===== src/rtl/spi_port_pkg.sv =====
package spi_port_pkg;

  localparam int BYTE_W   = 8;
  localparam int EDGES    = 2 * BYTE_W;
  localparam int MAX_HALF = 64;

  localparam logic [1:0] A_CTRL   = 2'd0;
  localparam logic [1:0] A_DATA   = 2'd1;
  localparam logic [1:0] A_STATUS = 2'd2;

  // control byte, first field is bit 7
  typedef struct packed {
    logic       irq_en;
    logic       en;
    logic       lsb_first;
    logic       master;
    logic       cpol;
    logic       cpha;
    logic [1:0] rate;
  } ctrl_t;

  // system clocks per SCK half period for a rate code
  function automatic int unsigned half_period(input logic [1:0] code);
    case (code)
      2'd0:    return 2;
      2'd1:    return 8;
      2'd2:    return 32;
      default: return 64;
    endcase
  endfunction

  // bit presented on the wire for a given order
  function automatic logic wire_bit(input logic [BYTE_W-1:0] v, input logic lsb_first);
    return lsb_first ? v[0] : v[BYTE_W-1];
  endfunction

  // advance the shift register by one bit
  function automatic logic [BYTE_W-1:0] shift_in(input logic [BYTE_W-1:0] v,
                                                 input logic b, input logic lsb_first);
    return lsb_first ? {b, v[BYTE_W-1:1]} : {v[BYTE_W-2:0], b};
  endfunction

endpackage


===== src/rtl/spi_rate_gen.sv =====
module spi_rate_gen
  import spi_port_pkg::*;
#(
  parameter int HALF_MAX = MAX_HALF
) (
  input  logic       clk,
  input  logic       rst_n,
  input  logic       start,
  input  logic       stop,
  input  logic [1:0] rate,
  input  logic       cpol,
  output logic       tick,
  output logic       sck,
  output logic       run
);
  localparam int CNT_W = $clog2(HALF_MAX);

  logic [CNT_W-1:0] cnt;
  logic             phase;
  logic [CNT_W-1:0] reload;

  assign reload = CNT_W'(half_period(rate) - 1);
  assign tick   = run && (cnt == '0);
  assign sck    = cpol ^ phase;

  always_ff @(posedge clk or negedge rst_n) begin
    if (!rst_n) begin
      run   <= 1'b0;
      cnt   <= '0;
      phase <= 1'b0;
    end else if (stop) begin
      run   <= 1'b0;
      phase <= 1'b0;
    end else if (start) begin
      run   <= 1'b1;
      cnt   <= reload;
      phase <= 1'b0;
    end else if (run) begin
      if (cnt == '0) begin
        cnt   <= reload;
        phase <= ~phase;
      end else begin
        cnt <= cnt - 1'b1;
      end
    end
  end

  // the shortest half period is two clocks, so ticks never touch
  a_r8_tick_spacing: assert property (@(posedge clk) disable iff (!rst_n)
    tick |=> !tick);

  // once the clock halts, SCK sits at the idle level
  a_r6_idle_level: assert property (@(posedge clk) disable iff (!rst_n)
    $fell(run) |-> (sck == cpol));

endmodule


===== src/rtl/spi_slave_front.sv =====
module spi_slave_front #(
  parameter int SYNC_STAGES = 2
) (
  input  logic clk,
  input  logic rst_n,
  input  logic sck_pin,
  input  logic mosi_pin,
  input  logic ss_n_pin,
  output logic edge_ev,
  output logic mosi_s,
  output logic ss_act
);
  logic [SYNC_STAGES:0]   sck_q;
  logic [SYNC_STAGES-1:0] mosi_q;
  logic [SYNC_STAGES-1:0] ss_q;

  always_ff @(posedge clk or negedge rst_n) begin
    if (!rst_n) begin
      sck_q  <= '0;
      mosi_q <= '0;
      ss_q   <= '1;
    end else begin
      sck_q  <= {sck_q[SYNC_STAGES-1:0], sck_pin};
      mosi_q <= {mosi_q[SYNC_STAGES-2:0], mosi_pin};
      ss_q   <= {ss_q[SYNC_STAGES-2:0], ss_n_pin};
    end
  end

  assign edge_ev = sck_q[SYNC_STAGES] ^ sck_q[SYNC_STAGES-1];
  assign mosi_s  = mosi_q[SYNC_STAGES-1];
  assign ss_act  = ~ss_q[SYNC_STAGES-1];

endmodule


===== src/rtl/spi_bit_engine.sv =====
module spi_bit_engine
  import spi_port_pkg::*;
(
  input  logic              clk,
  input  logic              rst_n,
  input  logic              ev,
  input  logic              abort,
  input  logic              cpha,
  input  logic              lsb_first,
  input  logic              load,
  input  logic [BYTE_W-1:0] load_val,
  input  logic              pin_in,
  output logic              out_bit,
  output logic [BYTE_W-1:0] sr,
  output logic              busy,
  output logic              done
);
  localparam int CW = $clog2(EDGES);

  logic [CW-1:0] cnt;
  logic          in_bit;
  logic          lead, last, sample_ev, shift_ev, feed;

  assign lead      = ~cnt[0];
  assign last      = ev && (cnt == CW'(EDGES - 1));
  assign sample_ev = ev && !abort && (cpha ? !lead : lead);
  assign shift_ev  = ev && !abort && (cpha ? ((lead && cnt != '0) || last) : !lead);
  assign feed      = (cpha && last) ? pin_in : in_bit;
  assign done      = last && !abort;
  assign busy      = (cnt != '0);
  assign out_bit   = wire_bit(sr, lsb_first);

  always_ff @(posedge clk or negedge rst_n) begin
    if (!rst_n) begin
      cnt <= '0;
    end else if (abort) begin
      cnt <= '0;
    end else if (ev) begin
      cnt <= last ? '0 : cnt + 1'b1;
    end
  end

  always_ff @(posedge clk or negedge rst_n) begin
    if (!rst_n) begin
      in_bit <= 1'b0;
      sr     <= '0;
    end else begin
      if (sample_ev) in_bit <= pin_in;
      if (load)          sr <= load_val;
      else if (shift_ev) sr <= shift_in(sr, feed, lsb_first);
    end
  end

  // an abort always returns the engine to idle
  a_r10_abort_clears: assert property (@(posedge clk) disable iff (!rst_n)
    abort |=> !busy);

endmodule


===== src/rtl/spi_port.sv =====
module spi_port
  import spi_port_pkg::*;
(
  input  logic       clk,
  input  logic       rst_n,
  input  logic [1:0] bus_addr,
  input  logic       bus_wr,
  input  logic [7:0] bus_wdata,
  output logic [7:0] bus_rdata,
  input  logic       sys_irq_en,
  output logic       irq,
  input  logic       sck_i,
  output logic       sck_o,
  output logic       sck_oe,
  input  logic       mosi_i,
  output logic       mosi_o,
  output logic       mosi_oe,
  input  logic       miso_i,
  output logic       miso_o,
  output logic       miso_oe,
  input  logic       ss_n
);
  ctrl_t             ctrl;
  logic              flag, wcol;
  logic              wr_ctrl, wr_data, wr_stat;
  logic              busy, load_ok, clash, m_start, m_stop;
  logic              m_tick, m_sck, m_run;
  logic              s_edge, s_mosi, ss_act;
  logic              ev, abort, pin_in, xfer_done, eng_busy, out_bit;
  logic [BYTE_W-1:0] sr;

  assign wr_ctrl = bus_wr && (bus_addr == A_CTRL);
  assign wr_data = bus_wr && (bus_addr == A_DATA);
  assign wr_stat = bus_wr && (bus_addr == A_STATUS);

  assign busy    = ctrl.master ? m_run : eng_busy;
  assign load_ok = wr_data && !busy;
  assign clash   = wr_data && busy;
  assign m_start = load_ok && ctrl.en && ctrl.master;
  assign m_stop  = xfer_done || !ctrl.en || !ctrl.master;

  assign ev     = ctrl.master ? m_tick : (s_edge && ss_act && ctrl.en);
  assign abort  = !ctrl.en || (!ctrl.master && !ss_act);
  assign pin_in = ctrl.master ? miso_i : s_mosi;

  spi_rate_gen u_rate (
    .clk   (clk),
    .rst_n (rst_n),
    .start (m_start),
    .stop  (m_stop),
    .rate  (ctrl.rate),
    .cpol  (ctrl.cpol),
    .tick  (m_tick),
    .sck   (m_sck),
    .run   (m_run)
  );

  spi_slave_front u_front (
    .clk      (clk),
    .rst_n    (rst_n),
    .sck_pin  (sck_i),
    .mosi_pin (mosi_i),
    .ss_n_pin (ss_n),
    .edge_ev  (s_edge),
    .mosi_s   (s_mosi),
    .ss_act   (ss_act)
  );

  spi_bit_engine u_eng (
    .clk       (clk),
    .rst_n     (rst_n),
    .ev        (ev),
    .abort     (abort),
    .cpha      (ctrl.cpha),
    .lsb_first (ctrl.lsb_first),
    .load      (load_ok),
    .load_val  (bus_wdata),
    .pin_in    (pin_in),
    .out_bit   (out_bit),
    .sr        (sr),
    .busy      (eng_busy),
    .done      (xfer_done)
  );

  always_ff @(posedge clk or negedge rst_n) begin
    if (!rst_n) begin
      ctrl <= '0;
      flag <= 1'b0;
      wcol <= 1'b0;
    end else begin
      if (wr_ctrl) ctrl <= ctrl_t'(bus_wdata);
      if (xfer_done)    flag <= 1'b1;
      else if (wr_stat) flag <= flag & bus_wdata[7];
      if (clash)        wcol <= 1'b1;
      else if (wr_stat) wcol <= wcol & bus_wdata[6];
    end
  end

  always_comb begin
    case (bus_addr)
      A_CTRL:   bus_rdata = ctrl;
      A_DATA:   bus_rdata = sr;
      A_STATUS: bus_rdata = {flag, wcol, 6'b0};
      default:  bus_rdata = '0;
    endcase
  end

  assign irq     = flag & ctrl.irq_en & sys_irq_en;
  assign sck_o   = m_sck;
  assign sck_oe  = ctrl.en & ctrl.master;
  assign mosi_o  = out_bit;
  assign mosi_oe = ctrl.en & ctrl.master;
  assign miso_o  = out_bit;
  assign miso_oe = ctrl.en & ~ctrl.master & ~ss_n;

  // the flag only rises from a finished byte
  a_r3_flag_source: assert property (@(posedge clk) disable iff (!rst_n)
    $rose(flag) |-> $past(xfer_done));

  // no request without the system-level enable
  a_r4_irq_gated: assert property (@(posedge clk) disable iff (!rst_n)
    !sys_irq_en |-> !irq);

  // a data write during a transfer marks a collision
  a_r11_collision: assert property (@(posedge clk) disable iff (!rst_n)
    (wr_data && busy) |=> wcol);

  // dropping the enable halts the master clock
  a_r10_disable_stops: assert property (@(posedge clk) disable iff (!rst_n)
    !ctrl.en |=> !m_run);

endmodule


===== config.mk =====
export PLATFORM = sky130hd
export DESIGN_NAME = spi_port
export DESIGN_NICKNAME = d
export VERILOG_FILES = /design/src/rtl/spi_port_pkg.sv /design/src/rtl/spi_rate_gen.sv /design/src/rtl/spi_slave_front.sv /design/src/rtl/spi_bit_engine.sv /design/src/rtl/spi_port.sv
export SDC_FILE = /design/constraint.sdc
export NUM_CORES = 1
export LEC_CHECK = 0
export BUFFER_PORTS_ARGS = -buffer_cell sky130_fd_sc_hd__buf_2
export CORE_MARGIN = 4
export CORE_UTILIZATION = 61
export DETAILED_ROUTE_END_ITERATION = 12
export GPL_ROUTABILITY_DRIVEN = 0
export PLACE_DENSITY = 0.84
export SLEW_MARGIN = 20
export SYNTH_ARGS = -nofsm -noshare
export SYNTH_HDL_FRONTEND = slang
export SYNTH_SLANG_ARGS = --single-unit

===== constraint.sdc =====
create_clock -name clk -period 4.5 [get_ports clk]
set_input_delay 0.9 -clock clk [delete_from_list [all_inputs] [get_ports clk]]
set_output_delay 0.9 -clock clk [all_outputs]
set_load 0.005 [all_outputs]

; After elaboration in Yosys (flattened, before gate mapping)
; Index checks and enable logic that the tools add are counted.
[classes]
bitwise_logic = 15
n_reduce_logical = 40
n_eq_ne = 5
muxes = 28
addsub = 3
[ops]
columns = op, count
row1 = $mux 8, 3
row2 = $pmux 8 s3, 1
row3 = $logic_and 1x1->1, 18
row4 = $mux 6, 3
row5 = $pmux 6 s3, 1
row6 = $mux 1, 17
row7 = $mux 4, 3
row8 = $reduce_bool 2->1, 6
row9 = $sub 6x1->6 const B, 2
row10 = $and 1x1->1, 7
row11 = $logic_not 6->1, 1
row12 = $not 1->1, 6
row13 = $reduce_bool 3->1, 2
row14 = $add 4x1->4 const B, 1
row15 = $eq 2x1->1 const B, 2
row16 = $eq 2x2->1 const B, 2
row17 = $eq 4x4->1 const B, 1
row18 = $logic_not 1->1, 4
row19 = $logic_not 2->1, 2
row20 = $logic_or 1x1->1, 4
row21 = $reduce_and 2->1, 2
row22 = $reduce_bool 4->1, 1
row23 = $xor 1x1->1, 2
[word_totals]
elab_cells = 109
reg_bits = 38
output_inout_bits = 15

; Logic depth before layout (Yosys ltp)
[depth]
ltp_word = 10
mapped_depth = 9
ltp_nobuf = 7

; By module
; Synthesis repeated with hierarchy kept, for this count alone.
[unflattened]
cells_unflattened = 211
hier_area_um2 = 2273.4
[modules_own_cells]
columns = module, n_inst, cells_each, area_each_um2
row1 = spi_bit_engine, 1, 87, 879.6
row2 = spi_port, 1, 62, 658.1
row3 = spi_rate_gen, 1, 53, 545.5
row4 = spi_slave_front, 1, 9, 190.2

; Least setup slack after synthesis
; OpenSTA, ideal clock, no wires.
[synth_path]
kind = input port to output port
startpoint = input port bus_addr[0]
endpoint = output port bus_rdata[6]
arrival_time_ns = 1.611
stages = 3
slack_ns = 1.989
t_required_ns = 3.600
cell_sequence = buf_1 mux2i_1 o21ai_0
[synth_via]
elab_chain_cells = 2
[synth_rtl]
columns = item, line
row1 = "start, declared", spi_port.sv:6  ; input logic [1:0] bus_addr,
row2 = "$eq 2x2->1, or another cell as far along", spi_port.sv:100  ; case (bus_addr)
row3 = $pmux 8 s3 (*), spi_port.sv:100
row4 = "end, declared", spi_port.sv:9  ; output logic [7:0] bus_rdata,
; Every way passes the cells marked *; elsewhere a longest branch is shown, timed or not.

; Worst setup path in the final report
[layout_path]
startpoint = input port bus_addr[0]
endpoint = output port bus_rdata[7]
; The elaborated chain is that of the path after synthesis.

==> out/metrics.yaml <==
status: "finished, final reports clean"
area_growth_syn_to_layout_pct: 11.58
leakage_nw: 1.105
io_buffers: 32
max-cap-violations: 0
synth-main-ff-cell: "dfrtp_1"
crit_path_max_fanout: 13
clockBufferDepth: 2
drc: 0
synth_cell_type_count: 53
cts_tree: "built"
synth_area_leader_cell: "dfrtp_1"
ir_drop_v: 0.0002990
r2r_slack_ns: 2.13
synth_area_um2: 2248
ctsRootBufferMaster: "clkbuf_8"
intPower_uw: 711.5
drt_pass1_iterations: 4
via_count: 1762
rsz0062_at_grt: "false"
switchingPower_uw: 356.3
critPathLaunch: "bus_addr[0]"
grt_max_degree: 39
r2r_end: "u_eng.sr[7]"
ios: 33
diodes: 0
grt_busiest_layer: "met2"
synth-edff-count: 0
avgViaCountPerCell: 5.993
async_flop_share_pct: 100.0
max-slew-margin-rel_pct: 45.35
wirelength_mm: 4.657
crit_type: "input port to primary output"
fin_crit_ns: 2.525
globalRouteTotalUtil_pct: 22.07
start_util_pct: 65.32
clk_pin_slew_ns: 0.07
timing.critical_path.to: "bus_rdata[7]"
dp_hpwl_mm: 3.351
setup_violations: 0
fillerInstances: 273
final-max-slew-violation-count: 0
timing.fmax_mhz: 396.1
p_seq_share_pct: 45.5
fin_worst_skew_ns: 0.003381
rr_startpoint: "u_eng.cnt[0]"
netlist_top_cells_area: "dfrtp_1 (40%), mux2i_1 (7.1%), mux2_2 (5.5%), o21ai_0 (3.6%), nor2_1 (2.8%)"
critPathLaunchType: "input port"
hold_viol: 0
regArea_um2: 953.4
die_w_um: 68.71
fin_hold_ws_ns: 0.3501
postCtsSetupBuffers: 0
ant_nets: 0
layout_setup_ws_ns: 1.975
place_ws_ns: 1.972
gr-usage-met2_pct: 34.45
synth_fp_nets: 242
clock_latency_ns: 0.30
nets: 270
cts_made_buffers: 5
first_iter_violations: 136
grt_pass1_wl_mm: 7.555
worst_pin_slew_ns: 0.8197
holdBufCountCts: 0
cts_resized: 0
htree_levels: 2
clkPwrFrac_pct: 26.7
pwr-share-comb_pct: 27.8
synth.avg_cell_area_um2: 10.27
grt_pass1_vias: 1582
crit_arrival_ns: 1.62
die_area_um2: 4721
hp-class: "flop to flop"
row_count: 21
drive_gt1_share_pct: 31.05
overflow: 0
p_per_area_nw_per_um2: 425.7
grt_antenna_before_repair: 0
finalCritPeriodShare_pct: 56.11
power_switching_share_pct: 33.36
utilization_pct: 72.88
wire_per_inst_um: 15.84
synth_top_area_share_pct: 40.07
coreArea_um2: 3442
synth_most_common_cell: "dfrtp_1"
fin_area_um2: 2509
use_met3_pct: 6.483
ys_seq_area_share_pct: 42.40
die_h_um: 68.71
post_dp_cell_area_um2: 2394
cp-end-kind: "primary output"
synth_common_cells: "dfrtp_1 (36), nor2_1 (17), mux2i_1 (16), o21ai_0 (16), nand2_1 (15)"
ys_ff_latch: 38
clock_sinks: 38
required_ns: 3.60
tns_ns: 0
reg2reg_depth: 7
multi_input_area_um2: 1199
yosys_warnings: 0
grt_use_met1_pct: 28.48
syn_inst: 219
==> flip-flops by register name, indices dropped and copies added (netlist names) <==
name,count
u_front.mosi_q,2
wcol,1
u_rate.cnt,6
u_rate.phase,1
ctrl,8
u_eng.in_bit,1
u_eng.sr,8
u_front.ss_q,2
u_eng.cnt,4
u_front.sck_q,3
u_rate.run,1
flag,1
==> layout make-up <==
cell class,instances,share of cell area [%]
inverter,8,1.197
multi-input combinational,162,47.78
clock inverter,3,1.596
tap,46,2.294
clock buffer,5,2.743
sequential,38,38.00
timing repair buffer,32,6.384
==> stage by stage <==
| stage | instances | power (mW) |
|---|---|---|
| after floorplan | 219 | 0.7029 |
| after global placement | 286 | 0.7769 |
| after detailed placement | 286 | 0.7867 |
| after CTS | 294 | 1.072 |
| after global routing | 294 | 1.136 |
| final | 294 | 1.068 |
==> layer usage <==
metal	routed length [µm]	vias up
met4	71	0
li1	-	852
met5	0	-
met1	1990	842
met3	373	8
met2	2221	60
==> worst min-delay path by stage <==
| stage | startpoint | to | slack (ns) | cells after the start |
|---|---|---|---|---|
| after floorplan | u_front.mosi_q[0] | u_front.mosi_q[1] | 0.33 | 0 |
| after global placement | u_front.mosi_q[0] | u_front.mosi_q[1] | 0.33 | 0 |
| after detailed placement | u_front.mosi_q[0] | u_front.mosi_q[1] | 0.34 | 0 |
| after CTS | u_front.mosi_q[0] | u_front.mosi_q[1] | 0.35 | 0 |
| after global routing | u_front.mosi_q[0] | u_front.mosi_q[1] | 0.36 | 0 |
| final | u_front.sck_q[0] | u_front.sck_q[1] | 0.35 | 0 |
==> cell families (layout without fill, tap and decap cells) <==
family	Yosys count	in the layout	synth area share (%)
muxes	28	28	13.13
DFF	38	38	42.40
xor gates and xnor gates	5	5	1.948
adders and majority gates	5	5	2.782
and+or+nand+nor	68	68	17.42
AOI/OAI and AO/OA	56	56	17.75
buffers and inverters	19	48	4.562
==> power by group through the flow <==
stage	sequential, mW	clock [mW]	combinational (mW)
6_report	0.486	0.285	0.297
5_1_grt	0.496	0.310	0.330
4_1_cts	0.484	0.291	0.298
3_5_place_dp	0.490	0	0.296
3_3_place_gp	0.488	0	0.289
2_1_floorplan	0.458	0	0.245
==> worst max-delay path, stage by stage <==
cell,delay (ns)
buf_2,0.28
mux2i_1,0.23
o21ai_0,0.08
buf_2,0.13
==> cells in the final DEF, fill, tap and decap left out, types with 4 or more instances in the layout <==
master / netlist / final
dfrtp_1: 36 / 36
buf_2: 1 / 32
mux2i_1: 16 / 16
nor2_1: 17 / 17
nand3_1: 4 / 4
clkbuf_8: 0 / 5
nor3_1: 7 / 7
a21oi_1: 12 / 12
nand2_1: 15 / 15
o21ai_0: 16 / 16
a31o_2: 7 / 7
inv_1: 8 / 8
mux2_2: 11 / 11
ha_1: 5 / 5
a2bb2oi_1: 4 / 4
No activity file was read; power rests on OpenSTA's default activity.
